## src/rtl/i2c_regport_pkg.sv

```systemverilog
package i2c_regport_pkg;

  typedef enum logic [2:0] {
    S_IDLE,
    S_ID,
    S_ADDR,
    S_WDATA,
    S_ACK,
    S_RDATA,
    S_RACK,
    S_HOLD
  } rp_state_e;

  function automatic logic rx_phase(input rp_state_e s);
    return (s == S_ID) || (s == S_ADDR) || (s == S_WDATA);
  endfunction

endpackage

```

## src/rtl/rp_bit_sync.sv

```systemverilog
module rp_bit_sync #(
  parameter int   STAGES  = 2,
  parameter logic RST_VAL = 1'b1
) (
  input  logic clk,
  input  logic rst,
  input  logic d,
  output logic q
);
  logic [STAGES-1:0] chain;

  always_ff @(posedge clk) begin
    if (rst) chain <= {STAGES{RST_VAL}};
    else     chain <= {chain[STAGES-2:0], d};
  end

  assign q = chain[STAGES-1];
endmodule

```

## src/rtl/rp_line_cond.sv

```systemverilog
module rp_line_cond #(
  parameter int STAGES = 2
) (
  input  logic clk,
  input  logic rst,
  input  logic scl_raw,
  input  logic sda_raw,
  output logic scl_rise,
  output logic scl_fall,
  output logic start_det,
  output logic stop_det,
  output logic sda_lvl
);
  localparam int LINES = 2;  // index 1 = clock line, index 0 = data line

  logic [LINES-1:0] raw, syn, prev;
  assign raw = {scl_raw, sda_raw};

  for (genvar g = 0; g < LINES; g++) begin : g_sync
    rp_bit_sync #(.STAGES(STAGES), .RST_VAL(1'b1)) u_sync (
      .clk(clk), .rst(rst), .d(raw[g]), .q(syn[g])
    );
  end

  always_ff @(posedge clk) begin
    if (rst) prev <= '1;
    else     prev <= syn;
  end

  assign scl_rise  = syn[1] & ~prev[1];
  assign scl_fall  = ~syn[1] & prev[1];
  assign start_det = syn[1] & prev[1] & prev[0] & ~syn[0];
  assign stop_det  = syn[1] & prev[1] & ~prev[0] & syn[0];
  assign sda_lvl   = syn[0];
endmodule

```

## src/rtl/rp_shift.sv

```systemverilog
module rp_shift #(
  parameter int W = 8
) (
  input  logic         clk,
  input  logic         rst,
  input  logic         rx_en,
  input  logic         rx_bit,
  input  logic         tx_load,
  input  logic [W-2:0] tx_rest,
  input  logic         tx_shift,
  output logic [W-1:0] rx_byte,
  output logic         tx_next
);
  // Only the bits after the first are held; the first goes out at load time.
  logic [W-2:0] tx_q;

  always_ff @(posedge clk) begin
    if (rst) begin
      rx_byte <= '0;
      tx_q    <= '0;
    end else begin
      if (rx_en) rx_byte <= {rx_byte[W-2:0], rx_bit};
      if (tx_load)       tx_q <= tx_rest;
      else if (tx_shift) tx_q <= {tx_q[W-3:0], 1'b0};
    end
  end

  assign tx_next = tx_q[W-2];
endmodule

```

## src/rtl/rp_read_ptr.sv

```systemverilog
module rp_read_ptr #(
  parameter int AW       = 8,
  parameter int LAST_LOC = 8
) (
  input  logic          clk,
  input  logic          rst,
  input  logic          load,
  input  logic [AW-1:0] load_val,
  input  logic          advance,
  output logic [AW-1:0] ptr
);
  localparam logic [AW-1:0] WRAP_AT = AW'(LAST_LOC);

  always_ff @(posedge clk) begin
    if (rst)          ptr <= '0;
    else if (load)    ptr <= load_val;
    else if (advance) ptr <= (ptr == WRAP_AT) ? '0 : AW'(ptr + 1'b1);
  end

  // the last location is followed by location zero
  p_ptr_wrap_r7: assert property (@(posedge clk) disable iff (rst)
    (advance && !load && ptr == WRAP_AT) |=> (ptr == '0));

  // any other location steps by one
  p_ptr_step_r7: assert property (@(posedge clk) disable iff (rst)
    (advance && !load && ptr != WRAP_AT) |=> (ptr == AW'($past(ptr) + 1'b1)));
endmodule

```

## src/rtl/i2c_regport.sv

```systemverilog
module i2c_regport
  import i2c_regport_pkg::*;
#(
  parameter int DATA_W      = 8,
  parameter int STRAP_W     = 3,
  parameter int ID_PREFIX   = 10,
  parameter int LAST_LOC    = 8,
  parameter int SYNC_STAGES = 2
) (
  input  logic               clk,
  input  logic               rst,
  input  logic               scl_in,
  input  logic               sda_in,
  output logic               sda_drive_low,
  input  logic [STRAP_W-1:0] strap_id,
  input  logic               write_ok,
  input  logic               busy_in,
  output logic [DATA_W-1:0]  reg_addr,
  output logic               reg_wr_stb,
  output logic [DATA_W-1:0]  reg_wr_data,
  input  logic [DATA_W-1:0]  reg_rd_data
);
  localparam int PFX_W = DATA_W - STRAP_W - 1;
  localparam int CNT_W = $clog2(DATA_W + 1);
  localparam logic [CNT_W-1:0] CNT_FULL = CNT_W'(DATA_W);

  logic scl_rise, scl_fall, start_det, stop_det, sda_lvl;
  logic [DATA_W-1:0] rx_byte;
  logic tx_next;

  rp_state_e        state, after_ack;
  logic [CNT_W-1:0] bit_cnt;
  logic             sda_low_q, stb_q, m_ack_q;
  logic [DATA_W-1:0] wdata_q;

  rp_line_cond #(.STAGES(SYNC_STAGES)) u_lines (
    .clk(clk), .rst(rst), .scl_raw(scl_in), .sda_raw(sda_in),
    .scl_rise(scl_rise), .scl_fall(scl_fall),
    .start_det(start_det), .stop_det(stop_det), .sda_lvl(sda_lvl)
  );

  logic cnt_full, live_fall, id_ok;
  logic rx_en, tx_load, tx_shift, ptr_load, ptr_adv;

  assign cnt_full  = (bit_cnt == CNT_FULL);
  assign live_fall = scl_fall & ~busy_in;
  assign id_ok     = (rx_byte[DATA_W-1 -: PFX_W] == PFX_W'(ID_PREFIX)) &&
                     (rx_byte[STRAP_W:1] == strap_id);

  assign rx_en    = scl_rise & rx_phase(state);
  assign tx_load  = live_fall & (((state == S_ACK) && (after_ack == S_RDATA)) ||
                                 ((state == S_RACK) && m_ack_q));
  assign tx_shift = live_fall & (state == S_RDATA) & ~cnt_full;
  assign ptr_load = live_fall & (state == S_ADDR) & cnt_full;
  assign ptr_adv  = live_fall & (state == S_RDATA) & cnt_full;

  rp_shift #(.W(DATA_W)) u_shift (
    .clk(clk), .rst(rst),
    .rx_en(rx_en), .rx_bit(sda_lvl),
    .tx_load(tx_load), .tx_rest(reg_rd_data[DATA_W-2:0]), .tx_shift(tx_shift),
    .rx_byte(rx_byte), .tx_next(tx_next)
  );

  rp_read_ptr #(.AW(DATA_W), .LAST_LOC(LAST_LOC)) u_ptr (
    .clk(clk), .rst(rst),
    .load(ptr_load), .load_val(rx_byte), .advance(ptr_adv),
    .ptr(reg_addr)
  );

  always_ff @(posedge clk) begin
    if (rst) begin
      state     <= S_IDLE;
      after_ack <= S_IDLE;
      bit_cnt   <= '0;
      sda_low_q <= 1'b0;
      stb_q     <= 1'b0;
      m_ack_q   <= 1'b0;
      wdata_q   <= '0;
    end else begin
      stb_q <= 1'b0;
      if (busy_in) begin
        state     <= S_IDLE;
        sda_low_q <= 1'b0;
      end else if (start_det) begin
        state     <= S_ID;
        bit_cnt   <= '0;
        sda_low_q <= 1'b0;
      end else if (stop_det) begin
        state     <= S_IDLE;
        sda_low_q <= 1'b0;
      end else begin
        case (state)
          S_ID, S_ADDR, S_WDATA: begin
            if (scl_rise) begin
              bit_cnt <= bit_cnt + 1'b1;
            end else if (scl_fall && cnt_full) begin
              bit_cnt <= '0;
              if (state == S_ID) begin
                if (id_ok) begin
                  sda_low_q <= 1'b1;
                  state     <= S_ACK;
                  after_ack <= rx_byte[0] ? S_RDATA : S_ADDR;
                end else begin
                  state <= S_IDLE;
                end
              end else if (state == S_ADDR) begin
                sda_low_q <= 1'b1;
                state     <= S_ACK;
                after_ack <= S_WDATA;
              end else if (write_ok) begin
                sda_low_q <= 1'b1;
                stb_q     <= 1'b1;
                wdata_q   <= rx_byte;
                state     <= S_ACK;
                after_ack <= S_HOLD;
              end else begin
                state <= S_IDLE;
              end
            end
          end
          S_ACK: begin
            if (scl_fall) begin
              state     <= after_ack;
              sda_low_q <= (after_ack == S_RDATA) ? ~reg_rd_data[DATA_W-1] : 1'b0;
            end
          end
          S_RDATA: begin
            if (scl_rise) begin
              bit_cnt <= bit_cnt + 1'b1;
            end else if (scl_fall) begin
              if (cnt_full) begin
                bit_cnt   <= '0;
                sda_low_q <= 1'b0;
                state     <= S_RACK;
              end else begin
                sda_low_q <= ~tx_next;
              end
            end
          end
          S_RACK: begin
            if (scl_rise) begin
              m_ack_q <= ~sda_lvl;
            end else if (scl_fall) begin
              if (m_ack_q) begin
                state     <= S_RDATA;
                sda_low_q <= ~reg_rd_data[DATA_W-1];
              end else begin
                state <= S_HOLD;
              end
            end
          end
          default: ;
        endcase
      end
    end
  end

  assign sda_drive_low = sda_low_q;
  assign reg_wr_stb    = stb_q;
  assign reg_wr_data   = wdata_q;

  // a commit always coincides with the acknowledge of its data byte
  p_stb_acks_r4: assert property (@(posedge clk) disable iff (rst)
    reg_wr_stb |-> sda_drive_low);

  // the commit is a single-cycle pulse
  p_stb_single_r11: assert property (@(posedge clk) disable iff (rst)
    reg_wr_stb |=> !reg_wr_stb);

  // a refused write permit never produces a commit
  p_wp_blocks_r5: assert property (@(posedge clk) disable iff (rst)
    !write_ok |=> !reg_wr_stb);

  // busy releases the line and blocks commits
  p_busy_quiet_r9: assert property (@(posedge clk) disable iff (rst)
    busy_in |=> (!sda_drive_low && !reg_wr_stb));

  // a stop releases the line
  p_stop_release_r12: assert property (@(posedge clk) disable iff (rst)
    stop_det |=> !sda_drive_low);
endmodule

```

## config.mk

```make
export PLATFORM = sky130hd
export DESIGN_NAME = i2c_regport
export DESIGN_NICKNAME = d
export VERILOG_FILES = /design/src/rtl/i2c_regport_pkg.sv /design/src/rtl/rp_bit_sync.sv /design/src/rtl/rp_line_cond.sv /design/src/rtl/rp_shift.sv /design/src/rtl/rp_read_ptr.sv /design/src/rtl/i2c_regport.sv
export SDC_FILE = /design/constraint.sdc
export NUM_CORES = 1
export LEC_CHECK = 0
export ABC_AREA = 1
export BUFFER_PORTS_ARGS = -buffer_cell sky130_fd_sc_hd__buf_4
export CAP_MARGIN = 20
export CORE_MARGIN = 10
export CORE_UTILIZATION = 40
export DETAILED_ROUTE_END_ITERATION = 16
export PLACE_DENSITY_LB_ADDON = 0.25
export SYNTH_ARGS = -nofsm -noshare
export SYNTH_HDL_FRONTEND = slang
export SYNTH_SLANG_ARGS = --single-unit
export TNS_END_PERCENT = 20
```

## constraint.sdc

```tcl
create_clock -name clk -period 2.9 [get_ports clk]
set_clock_uncertainty 0.2 [all_clocks]
set_input_delay 0.29 -clock clk [delete_from_list [all_inputs] [get_ports clk]]
set_output_delay 0.29 -clock clk [all_outputs]
set_load 0.02 [all_outputs]
```

==> results of run 1 <==
[cells by family (layout without fill, tap and decap cells)]
| group | Yosys count | count (layout) |
|---|---|---|
| fa+ha+maj | 7 | 7 |
| xor+xnor | 4 | 4 |
| simple gates | 243 | 243 |
| compound gates | 53 | 53 |
| flops | 50 | 50 |
| buf+inv | 71 | 106 |
[tightest hold or removal path, cell delays in order]
cell and delay, ps:
buf_4 110, nand3_1 70, a21oi_1 60
[synth_stat cells (2+ instances only)]
library cell and n:
dfxtp_1 50, a21oi_1 25, nand2_4 2, inv_2 4
nand2_1 104, nand3b_1 2, xor2_1 4, inv_1 56
buf_2 4, o21ai_0 11, o21ai_1 3, nor2_2 4
or2_2 5, ha_1 7, nand3_1 47, o22ai_1 4
clkbuf_1 4, nor2_1 62, o21bai_1 2, nand4_1 7
buf_6 2, nor2_4 2, nor3_1 2, nand2_2 3
[area by class of cell]
cell class | instances | area (sq um) | area share (%)
Clock inverter | 3 | 26.3 | 0.807
Timing Repair Buffer | 38 | 290 | 8.92
Sequential cell | 50 | 1000 | 30.8
Clock buffer | 5 | 68.8 | 2.11
Tap cell | 96 | 120 | 3.69
Inverter | 60 | 225 | 6.92
Multi-Input combinational cell | 307 | 1520 | 46.8
[through the flow]
step / utilization (%) / cells / power, mW / setup WS (ps)
3_3_place_gp: 46.0 / 549 / 0.797 / 957
5_1_grt: 47.6 / 559 / 1.28 / 644
6_report: 47.6 / 559 / 1.22 / 903
4_1_cts: 47.6 / 559 / 1.24 / 900
2_1_floorplan: - / 428 / 0.765 / 1180
3_5_place_dp: 46.0 / 549 / 0.798 / 926
[routing by layer]
metal / track usage (%) / routed length [um] / vias to the layer above
li1: - / - / 1425
met4: 3.98 / 110 / 0
met2: 20.7 / 3190 / 56
met5: 0 / 0 / -
met1: 15.1 / 3150 / 1163
met3: 2.42 / 234 / 11
[power by group through the flow]
stage	logic [mW]	clock network (mW)	registers, mW
2_1_floorplan	0.0535	0	0.712
6_report	0.0864	0.437	0.698
5_1_grt	0.0984	0.486	0.699
3_3_place_gp	0.0842	0	0.713
4_1_cts	0.0871	0.454	0.698
3_5_place_dp	0.0843	0	0.713
[sequential cells by signal, summed over array words and instances, names as in the netlist]
name and flops:
after_ack 3, bit_cnt 4, m_ack_q 1, reg_wr_data 8, reg_wr_stb 1, sda_drive_low 1, state 3, u_lines.g_sync.u_sync.chain 4
u_lines.prev 2, u_ptr.ptr 8, u_shift.rx_byte 8, u_shift.tx_q 7
[worst paths after layout]
path | end | start | cells after the start | slack [ps]
max reg2reg | u_ptr.ptr[6] | u_lines.g_sync[1].u_sync.chain[1] | 10 | 900
max | u_ptr.ptr[6] | u_lines.g_sync[1].u_sync.chain[1] | 10 | 900
min | u_shift.tx_q[0] | reg_rd_data[0] | 3 | 60
min reg2reg | u_lines.g_sync[0].u_sync.chain[1] | u_lines.g_sync[0].u_sync.chain[0] | 1 | 220
[timing repair]
action,CTS,global route
hold buffers,2,0
endpoints found under the hold margin,2,0
resized for setup,0,0
==> impl_metrics.tcl, run 1 <==
set metrics [dict create \
    status "complete, no violations" \
    synth.distinct_cells 36 \
    max-cap-violations 0 \
    arrival_ps 2040 \
    die_w_um 104 \
    critPathMostFrequentCell "nor2_1" \
    num_io_pins 35 \
    synth_flop_cell "dfxtp_1" \
    row_count 30 \
    critPathRequiredTime_ps 2950 \
    p_clk_share_pct 35.8 \
    fin_crit_ps 2000 \
    hpwl_mm 5.04 \
    setup_tns_ps 0 \
    drc 0 \
    start_kind "register" \
    placed_area_sq_um 3140 \
    synth-simple-area-share_pct 38.9 \
    grt_first_pass_wirelength_mm 11.4 \
    htreeDepth 2 \
    viasPerCell 4.75 \
    path_cells "inv_1, ha_1, nand2_1, inv_2, nand2_4, nand2_2, inv_1, nor2_1, nor2_1, nor2_1" \
    crit_family "simple AND/OR/NAND/NOR gates" \
    cp.buffers_inverters 3 \
    initial_core_util_pct 41.2 \
    wl_mm 6.69 \
    yosysTopAreaCell "dfxtp_1" \
    root_buffer "clkbuf_8" \
    max_freq_mhz 501 \
    ys_seq_area_share_pct 35.6 \
    p_int_uw 905 \
    grt_usage_pct 12.2 \
    synth_area_sq_um 2810 \
    hold_viol_final 0 \
    layout-drive-gt1-share_pct 15.1 \
    post-cts-setup-buffer-count 0 \
    switching_share_pct 25.9 \
    netSwitchingPower_uw 316 \
    grt_max_degree 30 \
    cts_buffers 5 \
    crit_type "register to register" \
    synthAdderAreaFrac_pct 3.11 \
    comb_power_share_pct 7.1 \
    timing.slew.headroom_pct 70.1 \
    power_density_nw_per_um2 375 \
    drt_pass1_iterations 4 \
    seqPwrFrac_pct 57.1 \
    ir_drop_mv 0.207 \
    syn_nets 452 \
    cpMaxStageDelayCell "dfxtp_1" \
    setup_viol 0 \
    rsz0062_at_grt "no" \
    grt_overflow 0 \
    end_kind "register" \
    synth_compound_area_share_pct 10.8 \
    n_antenna_cell 0 \
    ys_ff_latch 50 \
    gp_congestion 0.861 \
    drt_iter0_markers 101 \
    hold_ws_ps 61.1 \
    grt_pass1_vias 2498 \
    antenna_found_initial 0 \
    final_cell_mix "104 x nand2_1, 62 x nor2_1, 56 x inv_1, 50 x dfxtp_1, 47 x nand3_1" \
    period_share_pct 68.9 \
    syn_to_final_growth_pct 15.7 \
    syn_avg_cell_area_sq_um 6.57 \
    synth-edff-count 0 \
    postLayoutCellArea_sq_um 3250 \
    crit_path_max_fanout 14 \
    synthMuxAreaShare_pct 0 \
    hp-class "input pin to register" \
    clk_pin_slew_ps 100 \
    drv_slew 0 \
    critPathMaxStageDelay_ps 340 \
    synth_top_family_by_area "simple AND/OR/NAND/NOR gates" \
    antenna_left 0 \
    yosys_warnings 0 \
    async_flop_share_pct 0 \
    leakagePower_nw 1.49 \
    fp.coreArea_sq_um 6830 \
    cts.sinks 50 \
    clock_latency_ps 310 \
    yosysTopAreaCellShare_pct 35.6 \
    clk_path_buf_depth 2 \
    synth_cells 428 \
    floorplan.die_area_sq_um 10800 \
    worst_pin_slew_ps 448 \
    synth_xor_area_share_pct 1.24 \
    vias 2655 \
    cts_tree "yes" \
    yosys-top-cells-area "dfxtp_1 36%, nand2_1 14%, nand3_1 8.4%" \
    die_h_um 104 \
    port_buffers 34 \
    avgRoutedWirePerCell_um 12.0 \
    fillerInstances 718 \
    final_nets 486 \
    layout_commonest_cell "nand2_1" \
]
Power figures use the tool's default switching activity.
==> run 2, diff against run 1 <==
==> constraint.sdc (replaced) <==
create_clock -name clk -period 2.1 [get_ports clk]
set_clock_uncertainty 0.2 [all_clocks]
set_input_delay 0.21 -clock clk [delete_from_list [all_inputs] [get_ports clk]]
set_output_delay 0.21 -clock clk [all_outputs]
set_load 0.02 [all_outputs]
==> run 2 against run 1 <==
Net effect:
- clock power increased by 45%
- flip-flop and latch count is the same
- global-route usage grew 0.52 points
- hold slack lost 18 ps
- count of clock-buffer cells in the layout stayed put
- total power is 41% higher
- final cell count is 0.72% higher
- first-iteration DRC count shrank 20%
- critical path type unchanged
==> impl_metrics.tcl, run 2 (same netlist as run 1, synthesis figures left out) <==
set metrics [dict create \
    status "complete, no violations" \
    grt_usage_pct 12.7 \
    post-route-util_pct 48.3 \
    clock_latency_ps 320 \
    antenna_left 0 \
    layout_commonest_cell "nand2_1" \
    arrival_ps 1960 \
    avgRoutedWirePerCell_um 12.1 \
    final_nets 490 \
    num_io_pins 35 \
    setup_tns_ps 0 \
    hp-class "input pin to register" \
    placed_area_sq_um 3150 \
    rsz0062_at_grt "no" \
    grt_pass1_vias 2633 \
    holdPathStages 5 \
    worst_pin_slew_ps 431 \
    drv_slew 0 \
    row_count 30 \
    leakagePower_nw 1.51 \
    final_cells 563 \
    grt_first_pass_wirelength_mm 11.8 \
    critPathRequiredTime_ps 2160 \
    cts_buffers 5 \
    viasPerCell 4.82 \
    netSwitchingPower_uw 462 \
    hold_viol_final 0 \
    crit_type "register to register" \
    postLayoutCellArea_sq_um 3300 \
    total_power_mw 1.72 \
    timing.final.ws_setup_ps 196 \
    clk_path_buf_depth 2 \
    hpwl_mm 5.25 \
    floorplan.die_area_sq_um 10800 \
    fillerInstances 731 \
    post-cts-setup-buffer-count 0 \
    vias 2711 \
    wl_mm 6.80 \
    power_density_nw_per_um2 521 \
    period_share_pct 90.7 \
    switching_share_pct 26.9 \
    cts.sinks 50 \
    die_w_um 104 \
    timing.slew.headroom_pct 71.1 \
    comb_power_share_pct 7.1 \
    seqPwrFrac_pct 56.1 \
    cts_tree "yes" \
    root_buffer "clkbuf_8" \
    fp.coreArea_sq_um 6830 \
    place_inst 551 \
    multiInputGateArea_sq_um 1530 \
    crit_path_max_fanout 14 \
    grt_max_degree 30 \
    grt_overflow 0 \
    htreeDepth 2 \
    hold_ws_ps 43.0 \
    reg2regPathDepth 10 \
    end_kind "register" \
    start_kind "register" \
    layout-drive-gt1-share_pct 15.4 \
    clk_pin_slew_ps 100 \
    max_freq_mhz 525 \
    max-cap-violations 0 \
    initial_core_util_pct 41.2 \
    regArea_sq_um 1000 \
    port_buffers 34 \
    preCtsSetupSlack_ps 143 \
    syn_to_final_growth_pct 17.2 \
    final_cell_mix "104 x nand2_1, 62 x nor2_1, 56 x inv_1, 50 x dfxtp_1, 47 x nand3_1" \
    p_int_mw 1.26 \
    drc 0 \
    ir_drop_mv 0.265 \
    gp_congestion 0.892 \
    drt_pass1_iterations 6 \
    fin_crit_ps 1900 \
    setup_viol 0 \
    drt_iter0_markers 81 \
    n_antenna_cell 0 \
    antenna_found_initial 0 \
    die_h_um 104 \
    p_clk_share_pct 36.8 \
]
[run 2: power groups by stage]
stage / Combinational, mW / Sequential, mW / Clock [mW]
2_1_floorplan: 0.0739 / 0.983 / 0
3_3_place_gp: 0.116 / 0.985 / 0
3_5_place_dp: 0.117 / 0.985 / 0
4_1_cts: 0.123 / 0.964 / 0.650
5_1_grt: 0.139 / 0.965 / 0.688
6_report: 0.122 / 0.964 / 0.633
[run 2: path summary, 6_finish.rpt]
check	startpoint	to	slack [ps]
min	reg_rd_data[6]	u_shift.tx_q[6]	40
max reg2reg	u_lines.g_sync[1].u_sync.chain[1]	u_ptr.ptr[6]	200
max	u_lines.g_sync[1].u_sync.chain[1]	u_ptr.ptr[6]	200
min reg2reg	u_lines.g_sync[1].u_sync.chain[0]	u_lines.g_sync[1].u_sync.chain[1]	240
[run 2: metal layers]
layer,share of wire [%],GRT usage [%],wire (um)
met4,1.7,4.37,116
met3,4.1,3.53,280
met5,0,0,0
met2,47,21.5,3230
met1,47,15.1,3180
[run 2: layout make-up]
type	instances	share of cell area [%]
multi-input combinational	307	46.3
clock inverter	3	0.873
inverter	60	6.83
tap	96	3.64
sequential	50	30.4
timing repair buffer	42	9.87
clock buffer	5	2.09
[run 2: repair_timing]
action | in CTS | in global routing
gates resized for setup | 0 | 1
endpoints found under the setup margin | 0 | 6
endpoints found under the hold margin | 4 | 0
hold buffers | 4 | 0
[run 2: critical path, cell delays in order, from the launching register on]
cell and delay (ps):
dfxtp_1 340, inv_1 70, ha_1 250, nand2_1 130, inv_2 190, nand3_1 160, nand2_4 180, inv_1 90
nor2_1 100, nor2_1 50, nor2_1 80
==> run 3, diff against run 2 <==
--- a/config.mk
+++ b/config.mk
@@ -5,11 +5,11 @@
 export SDC_FILE = /design/constraint.sdc
 export NUM_CORES = 1
 export LEC_CHECK = 0
-export ABC_AREA = 1
 export BUFFER_PORTS_ARGS = -buffer_cell sky130_fd_sc_hd__buf_4
 export CAP_MARGIN = 20
 export CORE_MARGIN = 10
 export CORE_UTILIZATION = 40
+export CTS_CLUSTER_SIZE = 14
 export DETAILED_ROUTE_END_ITERATION = 16
 export PLACE_DENSITY_LB_ADDON = 0.25
 export SYNTH_ARGS = -nofsm -noshare
==> run 3 against run 2 <==
Net effect:
- via count down 3.7%
- register-to-register slack lost 99 ps
- flip-flop and latch count did not move
- global-route usage is 0.67 points higher
- first-iteration DRC count grew 84%
- maximum frequency is 5.0% lower
- worst setup slack worse by 99 ps
- non-clock buffer count rose by 24
- hold slack got worse by 39 ps
- critical path depth fell by 2
- largest cell class unchanged
==> impl_metrics.tcl, run 3 <==
set metrics [dict create \
    max_freq_mhz 499 \
    yosysTopAreaCell "dfxtp_1" \
    start_kind "register" \
    grt_first_pass_wirelength_mm 11.7 \
    reg2reg_from "u_lines.g_sync[1].u_sync.chain[1]" \
    power_density_nw_per_um2 500 \
    hpwl_mm 5.25 \
    syn_avg_cell_area_sq_um 8.14 \
    drc 0 \
    rsz0062_at_grt "yes" \
    hp-class "input pin to register" \
    htreeDepth 2 \
    preCtsSetupSlack_ps 56.7 \
    viasPerCell 5.59 \
    crit_type "register to register" \
    drt_pass1_iterations 6 \
    clock_latency_ps 310 \
    timing.final.ws_setup_ps 97.0 \
    ir_drop_mv 0.433 \
    yosysTopAreaCellShare_pct 37.2 \
    hold_ws_ps 3.99 \
    synth.most_common_cell "dfxtp_1" \
    globalRouteMet3Util_pct 2.63 \
    syn_to_final_growth_pct 24.2 \
    num_io_pins 35 \
    ys_ff_latch 50 \
    crit_path_max_fanout 3 \
    synth.distinct_cells 55 \
    root_buffer "clkbuf_8" \
    synth_cells 331 \
    row_count 29 \
    gp_congestion 0.950 \
    status "complete, no violations" \
    busiest_layer "met2" \
    synth-edff-count 0 \
    synth_area_sq_um 2690 \
    grt_pass1_vias 2395 \
    grt_max_degree 28 \
    yosys_warnings 0 \
    fillerInstances 617 \
    clk_pin_slew_ps 110 \
    worstReg2RegEnd "u_ptr.ptr[0]" \
    end_kind "register" \
    synthTopCellsByCount "50 x dfxtp_1, 48 x nand2_1, 32 x a21oi_1" \
    r2r_slack_ps 100 \
    grt_usage_pct 13.4 \
    place_inst 452 \
    synth_flop_cell "dfxtp_1" \
    die_w_um 102 \
    antenna_left 0 \
    n_antenna_cell 0 \
    die_h_um 102 \
    max-cap-violations 0 \
    post-cts-setup-buffer-count 0 \
    cts_tree "yes" \
    avgRoutedWirePerCell_um 14.9 \
    worst_pin_slew_ps 372 \
    use_met2_pct 20.8 \
    period_share_pct 95.4 \
    critPathRequiredTime_ps 2140 \
    antenna_found_initial 0 \
    vias 2611 \
    post-route-util_pct 51.8 \
    grt_overflow 0 \
    syn_nets 355 \
    leakagePower_nw 1.37 \
    wl_mm 6.97 \
    holdPathStages 3 \
    layout-drive-gt1-share_pct 23.6 \
    floorplan.die_area_sq_um 10400 \
    drv_slew 0 \
    port_buffers 34 \
    fin_crit_ps 2000 \
    fp.coreArea_sq_um 6460 \
    drt_iter0_markers 149 \
    timing.slew.headroom_pct 74.9 \
    arrival_ps 2050 \
    hold_viol_final 0 \
    total_power_mw 1.67 \
    clk_path_buf_depth 2 \
    yosys-top-cells-area "dfxtp_1 37%, nand2_1 6.7%, a21oi_1 5.9%" \
    async_flop_share_pct 0 \
    reg2regPathDepth 8 \
    final_cell_mix "58 x buf_4, 48 x nand2_1, 48 x dfxtp_1, 32 x a21oi_1, 20 x nand3_1" \
    ys_seq_area_share_pct 37.2 \
    cts.sinks 50 \
    final_cells 467 \
    min_to "u_shift.tx_q[2]" \
    setup_viol 0 \
    use_met1_pct 18.5 \
    layout_commonest_cell "buf_4" \
    initial_core_util_pct 41.7 \
    final_nets 413 \
    cts_buffers 5 \
    min-delay-start "reg_rd_data[2]" \
]
==> run 3: changes by cell type in the layout (fill, tap and decap cells not counted), sizes merged, moves of 6 or more <==
| cell | change |
|---|---|
| nand2 | -61 |
| nor2 | -52 |
| inv | -47 |
| nand3 | -29 |
| buf | +21 |
| mux2i | +10 |
| nor3 | +9 |
| a21oi | +8 |
| a22oi | +8 |
| and3 | +6 |
| o31ai | +6 |
==> run 3: area by class of cell <==
cell class | count | area (sq um) | area share [%]
clock buffers | 5 | 68.8 | 2.06
flip-flops and latches | 50 | 1000 | 30.0
multi-input cells | 252 | 1580 | 47.2
inverters | 14 | 52.6 | 1.57
well taps | 77 | 96.3 | 2.88
clock inverters | 3 | 28.8 | 0.860
repair buffers | 66 | 517 | 15.5
==> run 3: report_power, final <==
part	total (mW)	internal (mW)	switching, mW
sequential	0.958	0.953	0.00495
clock	0.604	0.248	0.357
combinational	0.109	0.0512	0.0579
total	1.67	1.25	0.420
==> run 3: logic make-up after synthesis <==
| group | synth area share [%] |
|---|---|
| buffers and inverters | 4.64 |
| adder cells (fa/ha/maj) | 3.25 |
| flip-flops | 37.2 |
| AO/OA/AOI/OAI | 22.1 |
| XOR/XNOR | 1.95 |
| AND/OR/NAND/NOR | 27.2 |
| multiplexers | 3.72 |
==> run 3: worst max-delay path by stage <==
stage               depth (start not counted)  slack, ps                              start            to
detailed placement                          7         60                         bit_cnt[0]  after_ack[2]
finish                                      8        100  u_lines.g_sync[1].u_sync.chain[1]  u_ptr.ptr[0]
CTS                                         7         40                         bit_cnt[0]  after_ack[2]
global route                                7        -30  u_lines.g_sync[1].u_sync.chain[1]  u_ptr.ptr[3]
global placement                            7         90                         bit_cnt[0]  after_ack[2]
floorplan                                   9        120                         bit_cnt[0]  after_ack[2]
==> run 3: critical path, cell delays in order (launching register included) <==
cell	delay, ps
dfxtp_1	340
inv_1	80
ha_1	200
nor2b_1	280
nand2_1	150
nor3_1	310
buf_4	170
o21ai_0	60
a21oi_1	150
==> run 3: per-stage QoR <==
step | setup TNS (ps) | area (sq um)
6_report | 0 | 3340
5_1_grt | -25.6 | 3340
4_1_cts | 0 | 3330
3_5_place_dp | 0 | 3160
3_3_place_gp | 0 | 3160
2_1_floorplan | 0 | 2690
==> run 3: what timing repair did <==
item / 4_1_cts / 5_1_grt
endpoints found under the hold margin: 7 / 0
setup endpoints to repair: 0 / 20
hold buffers: 7 / 0
gates resized for setup: 0 / 7
==> run 3: metal layers <==
| metal | wire length, um | part of all wire, % |
|---|---|---|
| met1 | 3440 | 49 |
| met2 | 3100 | 45 |
| met3 | 366 | 5.3 |
| met4 | 61 | 0.88 |
| met5 | 0 | 0 |
